<file path="src/rtl/boot_mode_pkg.sv">
package boot_mode_pkg;

  // Field positions decoded after a load; neighbours rely on them.
  localparam int ENDIAN_SEL_BIT = 8;
  localparam int DRIVE_LSB      = 13;
  localparam int NUM_FIXED      = 3;
  localparam int FIXED_ONE_BITS [NUM_FIXED] = '{20, 33, 37};
  localparam int MIN_BITS       = 38;

  typedef enum logic [1:0] {
    SEQ_IDLE = 2'd0,
    SEQ_LOAD = 2'd1,
    SEQ_DONE = 2'd2
  } seqState_t;

  // Strobes from the sequencer to the shift register.
  typedef struct packed {
    logic clearWord;
    logic shiftBit;
  } seqStrobe_t;

endpackage

</file>
<file path="src/rtl/bml_sequencer.sv">
module bml_sequencer
  import boot_mode_pkg::*;
#(
  parameter int NBITS = 256,
  parameter int DIV   = 256
) (
  input  logic       sysClk,
  input  logic       rstN,
  input  logic       powerGood,
  output seqStrobe_t strobe,
  output logic       modeClk,
  output logic       modeDone,
  output logic       coreHold
);

  localparam int HALF  = DIV / 2;
  localparam int DIV_W = (DIV > 2) ? $clog2(DIV) : 1;
  localparam int CNT_W = $clog2(NBITS + 1);
  localparam logic [DIV_W-1:0] DIV_LAST  = DIV_W'(DIV - 1);
  localparam logic [DIV_W-1:0] HALF_LAST = DIV_W'(HALF - 1);
  localparam logic [CNT_W-1:0] BIT_LAST  = CNT_W'(NBITS - 1);

  seqState_t        state;
  logic             pgQ;
  logic [DIV_W-1:0] divCnt;
  logic [CNT_W-1:0] bitCnt;
  logic             startLoad;
  logic             captureNow;
  logic             lastBit;

  // A load starts on a sampled rise of power-good.
  assign startLoad  = powerGood && !pgQ && (state != SEQ_LOAD);
  assign captureNow = (state == SEQ_LOAD) && powerGood && (divCnt == HALF_LAST);
  assign lastBit    = captureNow && (bitCnt == BIT_LAST);

  always_comb begin
    strobe.clearWord = startLoad;
    strobe.shiftBit  = captureNow;
  end

  always_ff @(posedge sysClk) begin
    if (!rstN) begin
      state    <= SEQ_IDLE;
      pgQ      <= 1'b0;
      divCnt   <= '0;
      bitCnt   <= '0;
      modeClk  <= 1'b0;
      modeDone <= 1'b0;
      coreHold <= 1'b1;
    end else begin
      pgQ <= powerGood;
      case (state)
        SEQ_LOAD: begin
          if (!powerGood) begin
            // Abort: drop the clock, forget progress, keep the core held.
            state   <= SEQ_IDLE;
            divCnt  <= '0;
            bitCnt  <= '0;
            modeClk <= 1'b0;
          end else begin
            divCnt <= (divCnt == DIV_LAST) ? '0 : divCnt + 1'b1;
            if (captureNow) begin
              modeClk <= 1'b1;
              bitCnt  <= bitCnt + 1'b1;
              if (lastBit) begin
                state    <= SEQ_DONE;
                modeDone <= 1'b1;
                coreHold <= 1'b0;
              end
            end else if (divCnt == DIV_LAST) begin
              modeClk <= 1'b0;
            end
          end
        end
        default: begin
          modeClk <= 1'b0;
          if (startLoad) begin
            state    <= SEQ_LOAD;
            divCnt   <= '0;
            bitCnt   <= '0;
            modeDone <= 1'b0;
            coreHold <= 1'b1;
          end
        end
      endcase
    end
  end

endmodule

</file>
<file path="src/rtl/bml_shifter.sv">
module bml_shifter
  import boot_mode_pkg::*;
#(
  parameter int NBITS = 256
) (
  input  logic             sysClk,
  input  logic             rstN,
  input  seqStrobe_t       strobe,
  input  logic             modeIn,
  output logic [NBITS-1:0] word
);

  // First bit in ends up at bit 0 after NBITS shifts.
  always_ff @(posedge sysClk) begin
    if (!rstN) begin
      word <= '0;
    end else if (strobe.clearWord) begin
      word <= '0;
    end else if (strobe.shiftBit) begin
      word <= {modeIn, word[NBITS-1:1]};
    end
  end

endmodule

</file>
<file path="src/rtl/bml_decode.sv">
module bml_decode
  import boot_mode_pkg::*;
(
  input  logic                 loaded,
  input  logic                 endianPin,
  input  logic                 endianSel,
  input  logic [1:0]           driveCode,
  input  logic [NUM_FIXED-1:0] fixedBits,
  output logic                 bigEndian,
  output logic [1:0]           driveTiming,
  output logic                 driveBad,
  output logic                 mandatoryErr
);

  always_comb begin
    // Stream bit set means big-endian from the stream; clear defers to the pin.
    bigEndian    = endianPin | (loaded & endianSel);
    driveTiming  = loaded ? driveCode : 2'b00;
    driveBad     = loaded & (driveCode[1] == driveCode[0]);
    mandatoryErr = loaded & ~(&fixedBits);
  end

endmodule

</file>
<file path="src/rtl/boot_mode_loader.sv">
module boot_mode_loader
  import boot_mode_pkg::*;
#(
  parameter int NBITS = 256,
  parameter int DIV   = 256
) (
  input  logic             sysClk,
  input  logic             rstN,
  input  logic             powerGood,
  input  logic             modeIn,
  input  logic             endianPin,
  output logic             modeClk,
  output logic             modeDone,
  output logic             coreHold,
  output logic [NBITS-1:0] modeWord,
  output logic             bigEndian,
  output logic [1:0]       driveTiming,
  output logic             driveBad,
  output logic             mandatoryErr
);

  initial begin
    if (NBITS < MIN_BITS) $error("NBITS too small for decoded fields");
    if (DIV < 4 || (DIV % 2) != 0) $error("DIV must be even and at least 4");
  end

  seqStrobe_t           strobe;
  logic [NUM_FIXED-1:0] fixedBits;

  bml_sequencer #(.NBITS(NBITS), .DIV(DIV)) u_seq (
    .sysClk   (sysClk),
    .rstN     (rstN),
    .powerGood(powerGood),
    .strobe   (strobe),
    .modeClk  (modeClk),
    .modeDone (modeDone),
    .coreHold (coreHold)
  );

  bml_shifter #(.NBITS(NBITS)) u_shift (
    .sysClk(sysClk),
    .rstN  (rstN),
    .strobe(strobe),
    .modeIn(modeIn),
    .word  (modeWord)
  );

  for (genvar g = 0; g < NUM_FIXED; g++) begin : g_fixed
    assign fixedBits[g] = modeWord[FIXED_ONE_BITS[g]];
  end

  bml_decode u_dec (
    .loaded      (modeDone),
    .endianPin   (endianPin),
    .endianSel   (modeWord[ENDIAN_SEL_BIT]),
    .driveCode   (modeWord[DRIVE_LSB+1:DRIVE_LSB]),
    .fixedBits   (fixedBits),
    .bigEndian   (bigEndian),
    .driveTiming (driveTiming),
    .driveBad    (driveBad),
    .mandatoryErr(mandatoryErr)
  );

endmodule

</file>
<file path="config.mk">
export PLATFORM = sky130hd
export DESIGN_NAME = boot_mode_loader
export DESIGN_NICKNAME = d
export VERILOG_FILES = /design/src/rtl/boot_mode_pkg.sv /design/src/rtl/bml_sequencer.sv /design/src/rtl/bml_shifter.sv /design/src/rtl/bml_decode.sv /design/src/rtl/boot_mode_loader.sv
export SDC_FILE = /design/constraint.sdc
export NUM_CORES = 1
export LEC_CHECK = 0
export CAP_MARGIN = 30
export CORE_UTILIZATION = 28
export CTS_CLUSTER_SIZE = 28
export DETAILED_ROUTE_END_ITERATION = 16
export PLACE_DENSITY = 0.6
export SLEW_MARGIN = 10
export SYNTH_ARGS = -nofsm -noshare
export SYNTH_HDL_FRONTEND = slang
export SYNTH_SLANG_ARGS = --single-unit
</file>
<file path="constraint.sdc">
create_clock -name sysClk -period 2.7 [get_ports sysClk]
set_input_delay 0.405 -clock sysClk [delete_from_list [all_inputs] [get_ports sysClk]]
set_output_delay 0.405 -clock sysClk [all_outputs]
set_load 0.05 [all_outputs]
</file>
==> key figures <==
Timing
  • Worst slew pin tran: 0.6533 ns
  • RSZ-0062 raised after global routing: no
  • Final Setup Violations: 0
  • Final Hold Fails: 0
  • Min cycle time layout: 2.471 ns
  • Final period util: 0.9152
  • Final worst slack: 0.2289 ns
  • Peak Freq: 0.4047 GHz
  • Min Hold Slack: 0.4313 ns
  • Slew headroom: 0.5645
  • Max Clock Skew: 0.01687 ns
  • Slew Limit Fails: 0
  • Final setup TNS: 0 ns

Die
  • Die Wd: 190.9 um
  • DIE AREA: 36450 um2
  • Core area: 34800 um2
  • Initial Utilization: 0.2872
  • # IOs: 269
  • Die height: 190.9 um
  • Rows: 68

Detailed routing
  • DRT antenna net count: 0
  • Routed len/inst: 14.19 um
  • Remaining DRCs: 0
  • Avg Vias per Cell: 4.588
  • Detailed Route WL: 27.81 mm
  • Drt first pass iters: 5
  • Routed via count: 8992
  • Iter 0 DRT Violations: 506

Pwr
  • Pleak: 4.425 nW
  • Pwr Density: 601.6 nW/um2
  • VDD IR max: 0.4727 mV

Yosys
  • Register area share after synthesis: 0.5589
  • Post-synth top area cell: dfxtp_1
  • Mapped Cells: 1255
  • Synthesized area: 9993 um2
  • Synth top area cells: dfxtp_1 56%, nand2_1 20%, a21oi_1 13%, buf_2 2.4%, clkbuf_1 1.5%
  • Syn Area/Cell: 7.963 um2
  • Yosys reg bits: 279
  • Async SR Flop Fraction: 0
  • Top cells by count, synth: 526 x nand2_1, 279 x dfxtp_1, 268 x a21oi_1
  • Top-area cell type share of the netlist area: 0.5589
  • YS warnings: 0
  • Yosys cell types: 44
  • Synth Flop Type: dfxtp_1
  • Syn_nets: 1263
  • Post-synth EDFFs: 0
  • Count leader, synth: nand2_1

Global route
  • Initial antenna violation count: 0
  • GRT Total Usage: 0.1465
  • Vias in the first global route: 8298
  • Largest net degree at the start of global routing: 138
  • Total global routing overflow: 0
  • First-pass GRT wire length: 44.15 mm

Clock network
  • Clock root buffer: clkbuf_16
  • Reg clk slew, reported paths: 0.06 ns
  • Cts hold-fix bufs: 0
  • CTS tree: done
  • Clock Path Buffers: 3
  • CTS sink cnt: 279
  • CTS Buf Count: 31
  • Post-CTS setup buffers: 0
  • Post-CTS Resized: 1
  • Clock Latency Late Sink: 0.55 ns
  • Htree depth: 1

Final layout
  • Area Growth Syn to Fin: 41.08%
  • N_diodes: 0
  • # nets final: 1489
  • Fillers: 3478
  • Layout cells sized above 1: 0.04983

Placement
  • GP Congestion: 0.7636
  • Pre-CTS setup slack: 0.2460 ns
  • Post-DP HPWL: 18.13 mm
  • I/O Buffers: 268

Setup path
  • Slowest CP cell: clkdlybuf4s50_1
  • Worst path required time: 2.30 ns
  • CP top delay family: buffers and inverters
  • Max incr delay on CP: 0.83 ns
  • CP Buf/Inv Count: 1
  • Worst-path fanout max: 5
  • Critical path class: register to primary output
  • Startpoint Class: register
  • Crit path capture type: primary output
  • Arrival @ worst endpoint: 2.07 ns
  • CP Cell Sequence: and2_1 -> clkdlybuf4s50_1

Run
  • Max-cap violations: 0

Run status
  • Status: complete, no violations

Min path
  • Worst hold path class: primary input to register
==> flip-flops by register name (all words and copies together) (netlist names) <==
signal	flops
u_seq.pgQ	1
u_seq.modeDone	1
u_shift.word	256
u_seq.modeClk	1
u_seq.state	2
u_seq.bitCnt	9
u_seq.coreHold	1
u_seq.divCnt	8
==> placed cells by master, fill, tap and decap left out, types with 2 or more instances in the layout <==
cell	n
inv_6	2
a21oi_1	268
nor4_1	4
mux2i_1	4
clkinv_2	5
clkdlybuf4s50_1	266
o31ai_1	3
ha_1	3
bufinv_16	2
inv_1	4
and2_1	4
buf_12	11
clkbuf_8	7
or4_1	2
o21ai_0	7
nand3_1	9
a31oi_1	3
a21o_1	2
buf_4	8
nor2b_1	2
clkbuf_16	31
nor2_1	11
nand3b_1	5
nand2_1	526
dfxtp_1	279
nand2b_1	2
clkbuf_1	8
==> path summary, 6_finish.rpt <==
path,endpoint,slack [ns],cells past startpoint,startpoint
hold / removal,u_shift.word[255]$_SDFFE_PP0P_,0.43,3,modeIn
setup / recovery,driveTiming[1],0.23,2,u_seq.modeDone$_SDFFE_PN0P_
setup reg to reg,u_shift.word[95]$_SDFFE_PP0P_,0.50,6,u_seq.divCnt[0]$_SDFFE_PN0P_
hold reg to reg,u_seq.coreHold$_SDFFE_PN1P_,0.45,1,u_seq.coreHold$_SDFFE_PN1P_
==> where the power goes <==
group | leakage (nW) | switching, mW | internal, mW
Combinational | 1.68 | 0.135 | 0.0383
Sequential | 2.25 | 0.00291 | 4.12
Clock | 0.503 | 1.69 | 2.50
==> final cells by class <==
class / instances / area, um2 / area share
clock buffers: 46 / 902.1 / 0.06399
clock inverters: 11 / 118.9 / 0.008431
inverters: 4 / 15.01 / 0.001065
multi-input cells: 878 / 3944 / 0.2797
flip-flops and latches: 279 / 5585 / 0.3962
well taps: 455 / 569.3 / 0.04038
repair buffers: 287 / 2964 / 0.2102
==> per-stage QoR <==
step | util | instances | power, mW | cell area [um2]
final | 0.4051 | 1960 | 8.482 | 14100
after global routing | 0.4051 | 1960 | 8.793 | 14100
after CTS | 0.4051 | 1960 | 8.611 | 14100
after detailed placement | 0.3758 | 1903 | 4.387 | 13080
after global placement | 0.3756 | 1902 | 4.384 | 13070
after floorplan | - | 1255 | 4.329 | 9993
==> logic make-up after synthesis <==
group | share of synthesized area
simple gates | 0.2318
compound gates | 0.1531
mux | 0.004007
flops | 0.5589
xor+xnor | 0.0008766
buf+inv | 0.04758
fa+ha+maj | 0.003757
==> metal layers <==
| layer | wire (um) | vias to the layer above | global-route usage |
|---|---|---|---|
| met5 | 0 | - | 0 |
| met1 | 12290 | 4144 | 0.1911 |
| met2 | 12670 | 267 | 0.2340 |
| met4 | 749 | 0 | 0.04369 |
| li1 | - | 4535 | - |
| met3 | 2092 | 46 | 0.04076 |
==> worst register-to-register path, cell delays in order (launching register included) <==
cell and delay, ns:
dfxtp_1 0.39, ha_1 0.29, nand4_4 0.17, or4_4 0.56, buf_12 0.24, nand2_1 0.35
a21oi_1 0.07
Note: power is estimated with default switching activity, not from simulation.
